$ cat config.mk
export PLATFORM = sky130hd
export DESIGN_NAME = rx_dest_filter
export DESIGN_NICKNAME = d
export VERILOG_FILES = /design/src/rtl/rxf_pkg.sv /design/src/rtl/rxf_crc_serial.sv /design/src/rtl/rxf_hash_lookup.sv /design/src/rtl/rxf_ctrl.sv /design/src/rtl/rx_dest_filter.sv
export SDC_FILE = /design/constraint.sdc
export NUM_CORES = 1
export LEC_CHECK = 0
export BUFFER_PORTS_ARGS = -buffer_cell sky130_fd_sc_hd__buf_2
export CAP_MARGIN = 20
export CORE_MARGIN = 4
export CORE_UTILIZATION = 57
export DETAILED_ROUTE_END_ITERATION = 8
export PLACE_DENSITY = 0.89
export RECOVER_POWER = 100
export SLEW_MARGIN = 20
export SYNTH_ARGS = -nofsm -noshare
export SYNTH_HDL_FRONTEND = slang
export SYNTH_SLANG_ARGS = --single-unit
$ cat constraint.sdc
create_clock -name clk -period 3.8 [get_ports clk]
set_clock_uncertainty 0.05 [all_clocks]
set_input_delay 0.76 -clock clk [delete_from_list [all_inputs] [get_ports clk]]
set_output_delay 0.76 -clock clk [all_outputs]
set_load 0.05 [all_outputs]
$ cat src/rtl/rxf_pkg.sv
package rxf_pkg;
    localparam int BYTE_W     = 8;
    localparam int ADDR_BYTES = 6;
    localparam int ADDR_W     = ADDR_BYTES * BYTE_W;
    localparam int WORD_W     = 16;
    localparam int HASH_BITS  = 6;
    localparam int TABLE_BITS = 1 << HASH_BITS;
    localparam int CRC_W      = 32;
    localparam logic [CRC_W-1:0] CRC_POLY = 32'hEDB88320;
    localparam logic [CRC_W-1:0] CRC_INIT = 32'hFFFFFFFF;

    typedef enum logic [1:0] {
        ST_IDLE,
        ST_ADDR,
        ST_DONE
    } flt_state_e;
endpackage

$ cat src/rtl/rxf_crc_serial.sv
module rxf_crc_serial
    import rxf_pkg::*;
#(
    parameter int               DW    = BYTE_W,
    parameter int               OUT_W = HASH_BITS,
    parameter logic [CRC_W-1:0] POLY  = CRC_POLY,
    parameter logic [CRC_W-1:0] SEED  = CRC_INIT
) (
    input  logic             clk,
    input  logic             rst_n,
    input  logic             restart,
    input  logic             step,
    input  logic [DW-1:0]    din,
    output logic [OUT_W-1:0] crc_low
);
    logic [CRC_W-1:0] crc_q;
    logic [CRC_W-1:0] crc_d;

    // One byte folded per clock, LSB first, reflected polynomial.
    always_comb begin
        crc_d = restart ? SEED : crc_q;
        for (int i = 0; i < DW; i++) begin
            if (crc_d[0] ^ din[i])
                crc_d = (crc_d >> 1) ^ POLY;
            else
                crc_d = crc_d >> 1;
        end
    end

    always_ff @(posedge clk or negedge rst_n) begin
        if (!rst_n)
            crc_q <= SEED;
        else if (step)
            crc_q <= crc_d;
    end

    assign crc_low = crc_d[OUT_W-1:0];
endmodule

$ cat src/rtl/rxf_hash_lookup.sv
module rxf_hash_lookup
    import rxf_pkg::*;
#(
    parameter int IDX_W = HASH_BITS,
    localparam int TBL_W = 1 << IDX_W
) (
    input  logic [IDX_W-1:0] crc_low,
    input  logic [TBL_W-1:0] table_bits,
    output logic             hit
);
    logic [IDX_W-1:0] idx;

    // Bucket index is the CRC low bits in reversed order.
    for (genvar g = 0; g < IDX_W; g++) begin : g_rev
        assign idx[g] = crc_low[IDX_W-1-g];
    end

    // Byte-major table: idx[5:3] byte, idx[2:0] bit -> flat position idx.
    assign hit = table_bits[idx];
endmodule

$ cat src/rtl/rxf_ctrl.sv
module rxf_ctrl
    import rxf_pkg::*;
#(
    parameter int NBYTES = ADDR_BYTES,
    localparam int AW    = NBYTES * BYTE_W,
    localparam int CNT_W = $clog2(NBYTES)
) (
    input  logic              clk,
    input  logic              rst_n,
    input  logic              byte_valid,
    input  logic [BYTE_W-1:0] byte_data,
    input  logic              frame_end,
    input  logic              rx_en,
    input  logic              promisc,
    input  logic              allmulti,
    input  logic              strip_cfg,
    input  logic [AW-1:0]     station,
    input  logic              hash_hit,
    output logic              crc_restart,
    output logic              crc_step,
    output logic              dec_valid,
    output logic              accept,
    output logic              strip_fcs
);
    flt_state_e                      state;
    logic [CNT_W-1:0]                cnt;
    logic [NBYTES-1:0][BYTE_W-1:0]   addr_q;
    logic [AW-1:0]                   addr_now;
    logic                            byte_take;
    logic                            last_byte;
    logic                            is_group;
    logic                            is_bcast;
    logic                            uni_hit;
    logic                            acc_d;

    assign byte_take   = byte_valid && !frame_end && (state != ST_DONE);
    assign last_byte   = (state == ST_ADDR) && (cnt == CNT_W'(NBYTES - 1));
    assign crc_restart = (state == ST_IDLE);
    assign crc_step    = byte_take;

    // Address as seen on the deciding edge: stored bytes plus the live one.
    always_comb begin
        for (int i = 0; i < NBYTES; i++) begin
            if (CNT_W'(i) == cnt)
                addr_now[i*BYTE_W +: BYTE_W] = byte_data;
            else
                addr_now[i*BYTE_W +: BYTE_W] = addr_q[i];
        end
    end

    assign is_group = addr_now[0];
    assign is_bcast = &addr_now;
    assign uni_hit  = (addr_now == station);
    assign acc_d    = rx_en && (promisc || is_bcast ||
                      (is_group ? (allmulti || hash_hit) : uni_hit));

    // State register process
    always_ff @(posedge clk or negedge rst_n) begin
        if (!rst_n) begin
            state  <= ST_IDLE;
            cnt    <= '0;
            addr_q <= '0;
        end else begin
            unique case (state)
                ST_IDLE: begin
                    if (byte_take) begin                 // T_START
                        addr_q[0] <= byte_data;
                        cnt       <= CNT_W'(1);
                        state     <= ST_ADDR;
                    end
                end
                ST_ADDR: begin
                    if (frame_end) begin                 // T_ABORT
                        cnt   <= '0;
                        state <= ST_IDLE;
                    end else if (byte_take) begin
                        addr_q[cnt] <= byte_data;
                        if (last_byte) begin             // T_DECIDE
                            cnt   <= '0;
                            state <= ST_DONE;
                        end else begin                   // T_NEXT
                            cnt <= cnt + CNT_W'(1);
                        end
                    end
                end
                ST_DONE: begin
                    if (frame_end)                       // T_END
                        state <= ST_IDLE;
                end
                default: state <= ST_IDLE;
            endcase
        end
    end

    // Output process
    always_ff @(posedge clk or negedge rst_n) begin
        if (!rst_n) begin
            dec_valid <= 1'b0;
            accept    <= 1'b0;
            strip_fcs <= 1'b0;
        end else if (byte_take && state == ST_IDLE) begin
            dec_valid <= 1'b0;
            accept    <= 1'b0;
            strip_fcs <= 1'b0;
        end else if (byte_take && last_byte) begin
            dec_valid <= 1'b1;
            accept    <= acc_d;
            strip_fcs <= strip_cfg;
        end
    end

    AST_CNT_BOUND: assert property (@(posedge clk) disable iff (!rst_n)
        cnt < CNT_W'(NBYTES));
    AST_DECIDE_ON_BYTE: assert property (@(posedge clk) disable iff (!rst_n)
        $rose(dec_valid) |-> $past(byte_valid));
    AST_DECISION_HELD: assert property (@(posedge clk) disable iff (!rst_n)
        dec_valid && $past(dec_valid) |-> $stable(accept) && $stable(strip_fcs));
    AST_OFF_REJECTS: assert property (@(posedge clk) disable iff (!rst_n)
        $rose(dec_valid) && !$past(rx_en) |-> !accept);
    AST_PROMISC_TAKES: assert property (@(posedge clk) disable iff (!rst_n)
        $rose(dec_valid) && $past(rx_en && promisc) |-> accept);
    AST_ABORT_SILENT: assert property (@(posedge clk) disable iff (!rst_n)
        state == ST_ADDR && frame_end |=> !dec_valid);
endmodule

$ cat src/rtl/rx_dest_filter.sv
module rx_dest_filter
    import rxf_pkg::*;
(
    input  logic        clk,
    input  logic        rst_n,
    input  logic        rx_en,
    input  logic        promisc,
    input  logic        allmulti,
    input  logic        strip_crc,
    input  logic [15:0] sta_w0,
    input  logic [15:0] sta_w1,
    input  logic [15:0] sta_w2,
    input  logic [15:0] hash_w0,
    input  logic [15:0] hash_w1,
    input  logic [15:0] hash_w2,
    input  logic [15:0] hash_w3,
    input  logic        rx_byte_valid,
    input  logic [7:0]  rx_byte,
    input  logic        rx_frame_end,
    output logic        dec_valid,
    output logic        accept,
    output logic        strip_fcs
);
    logic [ADDR_W-1:0]     station;
    logic [TABLE_BITS-1:0] table_bits;
    logic [HASH_BITS-1:0]  crc_low;
    logic                  hash_hit;
    logic                  crc_restart;
    logic                  crc_step;

    // Earlier byte in each word's low half, so plain concatenation works.
    assign station    = {sta_w2, sta_w1, sta_w0};
    assign table_bits = {hash_w3, hash_w2, hash_w1, hash_w0};

    rxf_crc_serial #(.DW(BYTE_W), .OUT_W(HASH_BITS)) i_crc (
        .clk     (clk),
        .rst_n   (rst_n),
        .restart (crc_restart),
        .step    (crc_step),
        .din     (rx_byte),
        .crc_low (crc_low)
    );

    rxf_hash_lookup #(.IDX_W(HASH_BITS)) i_hash (
        .crc_low    (crc_low),
        .table_bits (table_bits),
        .hit        (hash_hit)
    );

    rxf_ctrl #(.NBYTES(ADDR_BYTES)) i_ctrl (
        .clk         (clk),
        .rst_n       (rst_n),
        .byte_valid  (rx_byte_valid),
        .byte_data   (rx_byte),
        .frame_end   (rx_frame_end),
        .rx_en       (rx_en),
        .promisc     (promisc),
        .allmulti    (allmulti),
        .strip_cfg   (strip_crc),
        .station     (station),
        .hash_hit    (hash_hit),
        .crc_restart (crc_restart),
        .crc_step    (crc_step),
        .dec_valid   (dec_valid),
        .accept      (accept),
        .strip_fcs   (strip_fcs)
    );
endmodule

==> flow_metrics.env, run 1 <==
export IMPL_status="complete, but fails checks"
export IMPL_failed_checks="max-capacitance violations, max-slew violations"
export IMPL_port_buffers=130
export IMPL_swShare_pct=39.0
export IMPL_slew_viol_final=117
export IMPL_clkPwrFrac_pct=17.4
export IMPL_pwr_share_comb_pct=51.7
export IMPL_grt_pass1_vias=5483
export IMPL_antenna_cells=0
export IMPL_post_cts_resized=0
export IMPL_start_util_pct=58.3
export IMPL_power_leakage_nw=3.39
export IMPL_power_internal_mw=2.96
export IMPL_yosysSeqAreaShare_pct=33.6
export IMPL_synthTopCellsByCount="xnor2_1 (103), nand2_1 (60), dfrtp_1 (56), mux2i_1 (55), mux2_2 (49)"
export IMPL_fin_crit_ns=3.39
export IMPL_switchingPower_mw=1.90
export IMPL_coreArea_sq_um=11500
export IMPL_postCtsSetupRepairBufs=0
export IMPL_wire_per_inst_um=19.7
export IMPL_setup_ws_ns=0.406
export IMPL_final_nets=910
export IMPL_finalPower_mw=4.86
export IMPL_worst_ir_drop_vdd_uv=493
export IMPL_syn_area_sq_um=6680
export IMPL_syn_avg_cell_area_sq_um=10.1
export IMPL_hp_class="reg2reg"
export IMPL_fin_crit_sh_pct=89.3
export IMPL_synth_nets=794
export IMPL_synth_area_top_cells="dfrtp_1 (21%), xnor2_1 (13%), dfstp_2 (13%), mux2_2 (8.3%), mux2i_1 (8.2%)"
export IMPL_cts_tree="built"
export IMPL_antenna_left=0
export IMPL_drcViolationCount=0
export IMPL_cp_max_fo=7
export IMPL_crit_path_max_incr_delay_ns=0.49
export IMPL_synth_edff_count=0
export IMPL_fmax_ghz=0.295
export IMPL_cap_violations=2
export IMPL_setup_viol=0
export IMPL_cp_slowest_cell="or4_1"
export IMPL_clock_latency_ns=0.35
export IMPL_synth_cell_type_count=60
export IMPL_reg2reg_from="i_ctrl.cnt[1]$_DFFE_PN0P_"
export IMPL_crit_arrival_ns=3.56
export IMPL_hpwl_um=13600
export IMPL_fillers=868
export IMPL_cp_startpoint="i_ctrl.cnt[1]$_DFFE_PN0P_"
export IMPL_ctsLongestPathBuffers=2
export IMPL_hold_viol_final=0
export IMPL_die_w_um=116
export IMPL_grt_antenna_before_repair=0
export IMPL_cts_hold_buf=0
export IMPL_dieArea_sq_um=13500
export IMPL_multi_input_area_sq_um=4190
export IMPL_yosysTopAreaCell="dfrtp_1"
export IMPL_fp_dieH_um=116
export IMPL_power_density_nw_per_um2=632
export IMPL_gp_congestion=0.973
export IMPL_setup_tns_final_ns=0
export IMPL_dr_pass1_iters=5
export IMPL_hold_depth=2
export IMPL_min_delay_start="i_crc.crc_q[30]$_DFFE_PN1P_"
export IMPL_yosys_register_bits=88
export IMPL_crit_reg2reg_capture="i_ctrl.accept$_DFFE_PN0P_"
export IMPL_root_buffer="clkbuf_16"
export IMPL_crit_buf_inv=3
export IMPL_worst_slew_pin_slew_ns=3.00
export IMPL_rsz0062_at_grt="false"
export IMPL_crit_family="simple AND/OR/NAND/NOR gates"
export IMPL_cp_cell_sequence="inv_1, ha_1, nand2_1, clkbuf_1, mux2i_1, xnor2_1, nor4_1, nand4_1, nor3_1, buf_4, or4_1, nor2_1, a311oi_1"
export IMPL_slew_limit_headroom_pct=-100
export IMPL_clock_sinks=88
export IMPL_syn_instance_count=661
export IMPL_rows=39
export IMPL_vias=5563
export IMPL_power_frac_seq_pct=30.9
export IMPL_critPathLaunchType="register"
export IMPL_place_area_sq_um=7430
export IMPL_path_class="reg2reg"
export IMPL_rrSetupSlack_ns=0.41
export IMPL_worst_ep_required_time_ns=3.97
export IMPL_via_per_inst=6.01
export IMPL_r2r_cells=13
export IMPL_cts_buffers=9
export IMPL_clkSlewWorstSetupHoldPaths_ns=0.07
export IMPL_finalInstanceArea_sq_um=7680
export IMPL_dp_cells=909
export IMPL_synth_top_area_share_pct=21.0
export IMPL_grt_usage_pct=27.4
export IMPL_dp_slack_ns=0.352
export IMPL_hold_end="i_crc.crc_q[30]$_DFFE_PN1P_"
export IMPL_async_reset_ff_share_pct=100
export IMPL_drive_above_1_share_pct=34.3
export IMPL_synth_top_flop_cell="dfrtp_1"
export IMPL_fin_cells=925
export IMPL_yosysMostFrequentCell="xnor2_1"
export IMPL_cp_end_kind="register"
export IMPL_synthToLayoutAreaGrowth_pct=15.0
export IMPL_grt_pass1_wl_um=28500
export IMPL_seq_area_sq_um=2240
export IMPL_drt_initial_drc_count=469
export IMPL_htreeDepth=3
export IMPL_yosysWarnings=0
export IMPL_io_pins=131
export IMPL_grt_overflow_total=0
export IMPL_grt_start_max_net_pins=61
export IMPL_finalWirelength_um=18200
## power groups by stage
stage	Sequential, mW	Combinational, mW	Clock, mW
CTS	1.50	2.52	0.843
detailed placement	1.51	2.49	0
global route	1.54	2.73	0.894
finish	1.50	2.51	0.845
floorplan	1.43	2.08	0
global placement	1.50	2.42	0
## sequential cells by signal, summed over array words and instances, names as in the netlist
signal	flops
i_crc.crc_q	32
i_ctrl.accept	1
i_ctrl.cnt	3
i_ctrl.state	2
i_ctrl.strip_fcs	1
i_ctrl.addr_q	48
i_ctrl.dec_valid	1
## how the worst max path moves through the flow
stage	end	slack, ns	cells after the start
floorplan	i_ctrl.accept$_DFFE_PN0P_	0.75	11
detailed placement	i_ctrl.accept$_DFFE_PN0P_	0.35	9
CTS	i_ctrl.accept$_DFFE_PN0P_	0.48	10
global route	i_ctrl.addr_q[7]$_DFFE_PN0P_	0.10	2
finish	i_ctrl.accept$_DFFE_PN0P_	0.41	13
global placement	i_ctrl.accept$_DFFE_PN0P_	0.38	9
## per-stage QoR
stage | hold WS, ns | util, %
detailed placement | 0.420 | 64.8
finish | 0.421 | 67.0
global route | 0.442 | 67.0
floorplan | 0.389 | -
global placement | 0.400 | 64.8
CTS | 0.422 | 67.2
## metal layers
metal  up-vias  global-route usage (%)  wire (um)
li1       2538                       -          -
met1      2661                    35.4       7160
met2       308                    45.3       8630
met3        56                    6.06       1820
met4         0                    10.2        614
met5         -                       0          0
## logic make-up after synthesis
family / Yosys count / share of synthesized area [%]
DFF: 88 / 33.6
and+or+nand+nor: 181 / 13.0
buffers and inverters: 51 / 3.78
xor gates and xnor gates: 135 / 20.3
adders and majority gates: 5 / 0.936
AOI/OAI and AO/OA: 85 / 8.03
muxes: 116 / 20.4
## cell usage in the layout, fill, tap and decap left out, types with 6 or more instances in the layout
cell type / n
clkbuf_1: 8
nand2_1: 60
dfstp_2: 32
nand4_1: 12
clkbuf_16: 9
buf_2: 126
o21ai_0: 39
mux4_2: 11
nor2_1: 42
xor2_1: 19
inv_1: 6
buf_4: 15
mux2i_1: 55
a31oi_1: 7
nor4_1: 14
nand2b_1: 8
nor3_1: 7
a21oi_1: 6
mux2_2: 49
xnor2_1: 103
dfrtp_1: 56
nand3_1: 14
## cell type report
class	count	share of cell area (%)
clock inverter	6	0.586
inverter	6	0.293
multi-input combinational	522	54.5
sequential	88	29.2
timing repair buffer	150	10.1
clock buffer	10	2.98
tap	143	2.33
## worst reg2reg max path, cell delays in order (launching register included)
cell      delay [ns]
dfrtp_1         0.48
inv_1           0.15
ha_1            0.26
nand2_1         0.29
clkbuf_1        0.44
mux2i_1         0.40
xnor2_1         0.16
nor4_1          0.07
nand4_1         0.09
nor3_1          0.05
buf_4           0.15
or4_1           0.49
nor2_1          0.10
a311oi_1        0.09
Power figures use the tool's default switching activity.
==> run 2, diff against run 1 <==
clock period = 3.6 ns   (was 3.8 ns; I/O delays follow)
==> flow_metrics.env, run 2 (synthesized netlist as in run 1, its figures left out) <==
export IMPL_status="complete, but fails checks"
export IMPL_failed_checks="max-capacitance violations, max-slew violations"
export IMPL_hp_class="reg2reg"
export IMPL_critPathLaunchType="register"
export IMPL_post_cts_resized=0
export IMPL_crit_buf_inv=3
export IMPL_slew_limit_headroom_pct=-24.3
export IMPL_gp_congestion=0.931
export IMPL_finalInstanceArea_sq_um=7800
export IMPL_fin_util_pct=68.0
export IMPL_grt_pass1_wl_um=28600
export IMPL_fmax_ghz=0.299
export IMPL_cp_end_kind="register"
export IMPL_slew_viol_final=138
export IMPL_reg_top3="i_ctrl.addr_q: 48 flops, i_crc.crc_q: 32 flops, i_ctrl.cnt: 3 flops"
export IMPL_grt_overflow_total=0
export IMPL_ctsLongestPathBuffers=2
export IMPL_cp_startpoint="i_ctrl.cnt[0]$_DFFE_PN0P_"
export IMPL_fp_dieH_um=116
export IMPL_hold_viol_final=0
export IMPL_setup_tns_final_ns=0
export IMPL_cap_violations=2
export IMPL_via_per_inst=5.92
export IMPL_crit_path_max_incr_delay_ns=0.46
export IMPL_path_class="reg2reg"
export IMPL_antenna_left=0
export IMPL_layout_commonest_cell="buf_2"
export IMPL_fin_cells=931
export IMPL_postCtsSetupRepairBufs=0
export IMPL_vias=5512
export IMPL_top_register="i_ctrl.addr_q"
export IMPL_cp_slowest_cell="dfrtp_1"
export IMPL_wire_per_inst_um=19.4
export IMPL_cts_hold_buf=0
export IMPL_clkSlewWorstSetupHoldPaths_ns=0.07
export IMPL_crit_family="simple AND/OR/NAND/NOR gates"
export IMPL_fillers=846
export IMPL_worst_ir_drop_vdd_uv=527
export IMPL_multi_input_area_sq_um=4190
export IMPL_crit_arrival_ns=3.54
export IMPL_start_util_pct=58.3
export IMPL_drive_above_1_share_pct=35.2
export IMPL_cp_max_fo=7
export IMPL_path_common_cell="buf_4"
export IMPL_io_pins=131
export IMPL_port_buffers=130
export IMPL_clock_latency_ns=0.34
export IMPL_worst_slew_pin_slew_ns=1.86
export IMPL_finalWirelength_um=18100
export IMPL_die_w_um=116
export IMPL_fin_crit_ns=3.35
export IMPL_final_nets=916
export IMPL_dieArea_sq_um=13500
export IMPL_drt_initial_drc_count=453
export IMPL_reg2reg_from="i_ctrl.cnt[0]$_DFFE_PN0P_"
export IMPL_coreArea_sq_um=11500
export IMPL_setup_viol=0
export IMPL_synthToLayoutAreaGrowth_pct=16.8
export IMPL_dr_pass1_iters=5
export IMPL_cts_buffers=9
export IMPL_grt_pass1_vias=5604
export IMPL_cts_tree="built"
export IMPL_place_area_sq_um=7490
export IMPL_power_leakage_nw=3.46
export IMPL_clock_sinks=88
export IMPL_grt_antenna_before_repair=0
export IMPL_antenna_cells=0
export IMPL_fin_crit_sh_pct=93.0
export IMPL_root_buffer="clkbuf_16"
export IMPL_grt_start_max_net_pins=77
export IMPL_dp_cells=915
export IMPL_min_delay_start="i_crc.crc_q[30]$_DFFE_PN1P_"
export IMPL_power_density_nw_per_um2=683
export IMPL_rows=39
export IMPL_grt_usage_pct=27.4
export IMPL_rsz0062_at_grt="false"
export IMPL_worst_ep_required_time_ns=3.79
export IMPL_drcViolationCount=0
export IMPL_largest_reg_flops=48
export IMPL_hpwl_um=13700
export IMPL_seq_area_sq_um=2240
export IMPL_cp_cell_sequence="inv_1, ha_1, nand2_1, buf_4, mux2i_1, o21ai_0, nor4b_1, nand4_1, nor3_1, buf_4, or4_1, nor2_1, a311oi_1"
export IMPL_final_cell_mix="buf_2 (126), xnor2_1 (102), nand2_1 (60), dfrtp_1 (56), mux2i_1 (55)"
export IMPL_htreeDepth=3
run 2: changes by cell type in the layout (fill, tap and decap cells not counted), sizes merged:
cell,delta
buf,+7
clkinvlp,-3
bufinv,+2
clkbuf,-1
clkinv,+1
run 2: final timing paths:
| path | slack (ns) | depth (start not counted) | end |
|---|---|---|---|
| worst min register to register | 0.43 | 2 | i_crc.crc_q[30]$_DFFE_PN1P_ |
| worst max-delay path | 0.25 | 13 | i_ctrl.accept$_DFFE_PN0P_ |
| min in group asynchronous | 0.85 | 1 | i_ctrl.addr_q[35]$_DFFE_PN0P_ |
| worst max register to register | 0.25 | 13 | i_ctrl.accept$_DFFE_PN0P_ |
| worst min-delay path | 0.43 | 2 | i_crc.crc_q[30]$_DFFE_PN1P_ |
| max in group asynchronous | 1.47 | 2 | i_crc.crc_q[7]$_DFFE_PN1P_ |
run 2: where the power goes:
| group | internal, mW | total (mW) | switching (mW) |
|---|---|---|---|
| sequential | 1.37 | 1.59 | 0.226 |
| clock | 0.631 | 1.04 | 0.411 |
| combinational | 1.33 | 2.69 | 1.36 |
run 2: per-layer routing:
layer	GRT usage [%]	vias to the layer above	routed length [um]
li1	-	2549	-
met1	34.4	2606	7100
met2	45.2	299	8560
met3	5.39	58	1640
met4	13.7	0	799
met5	0	-	0
run 2: tightest hold or removal path, cell delays in order (launching register included):
cell,delay [ns]
dfstp_2,0.37
nand2_1,0.05
nand2_1,0.05
run 2: metrics by stage:
stage               setup WS [ns]  hold slack, ns  total power, mW
finish                      0.251           0.428             5.33
global route               0.0335           0.430             5.66
CTS                         0.189           0.419             5.33
detailed placement          0.214           0.409             4.28
global placement            0.319           0.401             4.19
floorplan                   0.590           0.374             3.71
run 2: layout make-up:
cell class | instances | area share [%]
clock inverters | 6 | 1.17
multi-input cells | 522 | 53.7
repair buffers | 156 | 10.8
well taps | 143 | 2.29
inverters | 6 | 0.289
clock buffers | 10 | 3.06
flip-flops and latches | 88 | 28.7
==> run 3, diff against run 2 <==
--- a/config.mk
+++ b/config.mk
@@ -14,2 +14,3 @@
 export RECOVER_POWER = 100
+export SKIP_CTS_REPAIR_TIMING = 1
 export SLEW_MARGIN = 20
==> constraint.sdc (replaced) <==
create_clock -name clk -period 3.6 [get_ports clk]
set_clock_uncertainty 0.05 [all_clocks]
set_input_delay 0.18 -clock clk [delete_from_list [all_inputs] [get_ports clk]]
set_output_delay 0.18 -clock clk [all_outputs]
set_load 0.05 [all_outputs]
==> flow_metrics.env, run 3 (synthesized netlist as in run 1, its figures left out) <==
export IMPL_status="complete, but fails checks"
export IMPL_failed_checks="max-capacitance violations, max-slew violations"
export IMPL_pwr_share_comb_pct=51.8
export IMPL_start_util_pct=58.3
export IMPL_final_nets=912
export IMPL_top_register="i_ctrl.addr_q"
export IMPL_die_w_um=116
export IMPL_setup_viol=0
export IMPL_reg2reg_from="i_ctrl.cnt[0]$_DFFE_PN0P_"
export IMPL_htreeDepth=3
export IMPL_slew_limit_headroom_pct=-13.9
export IMPL_reg_top3="i_ctrl.addr_q: 48 flops, i_crc.crc_q: 32 flops, i_ctrl.cnt: 3 flops"
export IMPL_hpwl_um=13700
export IMPL_cap_violations=1
export IMPL_fillers=865
export IMPL_grt_overflow_total=0
export IMPL_worst_ep_required_time_ns=3.81
export IMPL_port_buffers=130
export IMPL_dr_pass1_iters=5
export IMPL_io_pins=131
export IMPL_cts_tree="built"
export IMPL_power_internal_mw=3.16
export IMPL_worst_ir_drop_vdd_uv=610
export IMPL_rrSetupSlack_ns=0.13
export IMPL_fin_crit_ns=3.47
export IMPL_grt_start_max_net_pins=61
export IMPL_ctsLongestPathBuffers=2
export IMPL_fin_crit_sh_pct=96.5
export IMPL_crit_buf_inv=2
export IMPL_power_density_nw_per_um2=668
export IMPL_finalInstanceArea_sq_um=7730
export IMPL_crit_family="simple AND/OR/NAND/NOR gates"
export IMPL_power_frac_seq_pct=30.7
export IMPL_vias=5549
export IMPL_drt_initial_drc_count=443
export IMPL_power_leakage_nw=3.40
export IMPL_critPathLaunchType="register"
export IMPL_r2r_cells=12
export IMPL_largest_reg_flops=48
export IMPL_drcViolationCount=0
export IMPL_root_buffer="clkbuf_16"
export IMPL_wire_per_inst_um=19.4
export IMPL_dieArea_sq_um=13500
export IMPL_crit_path_max_incr_delay_ns=0.47
export IMPL_rsz0062_at_grt="false"
export IMPL_grt_pass1_vias=5699
export IMPL_grt_antenna_before_repair=0
export IMPL_final_cell_mix="buf_2 (126), xnor2_1 (102), nand2_1 (59), dfrtp_1 (56), mux2i_1 (55)"
export IMPL_fmax_ghz=0.288
export IMPL_cp_max_fo=9
export IMPL_path_class="reg2reg"
export IMPL_hold_viol_final=0
export IMPL_hp_class="in2reg"
export IMPL_cp_cell_sequence="inv_1, ha_1, nand2b_1, mux2i_1, buf_4, xnor2_1, nor4_1, nand4_1, nor3_2, or4_1, nor2_1, a311oi_1"
export IMPL_swShare_pct=38.8
export IMPL_clock_latency_ns=0.36
export IMPL_grt_pass1_wl_um=29000
export IMPL_clkPwrFrac_pct=17.5
export IMPL_fin_util_pct=67.4
export IMPL_finalWirelength_um=18000
export IMPL_layout_commonest_cell="buf_2"
export IMPL_fp_dieH_um=116
export IMPL_synthToLayoutAreaGrowth_pct=15.7
export IMPL_min_delay_start="rx_byte_valid"
export IMPL_rows=39
export IMPL_crit_arrival_ns=3.68
export IMPL_hold_end="i_ctrl.state[0]$_DFFE_PN0P_"
export IMPL_seq_area_sq_um=2240
export IMPL_antenna_left=0
export IMPL_drive_above_1_share_pct=35.1
export IMPL_clkSlewWorstSetupHoldPaths_ns=0.07
export IMPL_slew_viol_final=61
export IMPL_place_area_sq_um=7440
export IMPL_cp_end_kind="register"
export IMPL_cp_slowest_cell="dfrtp_1"
export IMPL_coreArea_sq_um=11500
export IMPL_clock_sinks=88
export IMPL_worst_slew_pin_slew_ns=1.71
export IMPL_cts_buffers=9
export IMPL_via_per_inst=5.99
export IMPL_antenna_cells=0
export IMPL_grt_usage_pct=27.7
export IMPL_gp_congestion=0.932
export IMPL_switchingPower_mw=2.00
export IMPL_hold_depth=2
export IMPL_multi_input_area_sq_um=4200
export IMPL_crit_reg2reg_capture="i_ctrl.accept$_DFFE_PN0P_"
-- run 3: power groups by stage --
stage | sequential [mW] | combinational (mW) | clock [mW]
6_report | 1.58 | 2.67 | 0.906
5_1_grt | 1.62 | 2.93 | 0.957
4_1_cts | 1.58 | 2.68 | 0.919
3_5_place_dp | 1.59 | 2.66 | 0
3_3_place_gp | 1.58 | 2.59 | 0
2_1_floorplan | 1.51 | 2.20 | 0
-- run 3: final cells by class --
type / count / area share, %
clock inverter: 7 / 0.729
tap: 143 / 2.32
multi-input combinational: 522 / 54.4
timing repair buffer: 152 / 10.3
sequential: 88 / 29.0
clock buffer: 9 / 2.91
inverter: 6 / 0.291
-- run 3: how the worst max path moves through the flow --
stage	startpoint	endpoint	slack [ns]	cells past startpoint
final	i_ctrl.cnt[0]$_DFFE_PN0P_	i_ctrl.accept$_DFFE_PN0P_	0.13	12
after global routing	i_ctrl.cnt[1]$_DFFE_PN0P_	i_ctrl.accept$_DFFE_PN0P_	0.02	11
after CTS	i_ctrl.cnt[1]$_DFFE_PN0P_	i_ctrl.accept$_DFFE_PN0P_	-0.07	12
after detailed placement	i_ctrl.cnt[1]$_DFFE_PN0P_	i_ctrl.accept$_DFFE_PN0P_	-0.05	12
after global placement	i_ctrl.cnt[1]$_DFFE_PN0P_	i_ctrl.accept$_DFFE_PN0P_	0.02	12
after floorplan	i_ctrl.cnt[2]$_DFFE_PN0P_	i_ctrl.accept$_DFFE_PN0P_	0.70	13
-- run 3: metrics by stage --
| step | total power, mW | setup TNS (ns) | hold WS (ns) | setup WS [ns] | cells |
|---|---|---|---|---|---|
| detailed placement | 4.26 | -0.0527 | 0.247 | -0.0527 | 910 |
| global placement | 4.17 | 0 | 0.237 | 0.0245 | 910 |
| global route | 5.51 | 0 | 0.0409 | 0.0184 | 927 |
| CTS | 5.18 | -0.0700 | -0.139 | -0.0700 | 926 |
| floorplan | 3.71 | 0 | -0.166 | 0.700 | 661 |
| finish | 5.16 | 0 | 0.0208 | 0.128 | 927 |
-- run 3: layer usage --
metal  GRT usage [%]  up-vias  routed length (um)
li1                -     2547                   -
met1            34.0     2684                7050
met2            46.6      269                8720
met3            6.01       49                1690
met4            12.4        0                 551
met5               0        -                   0
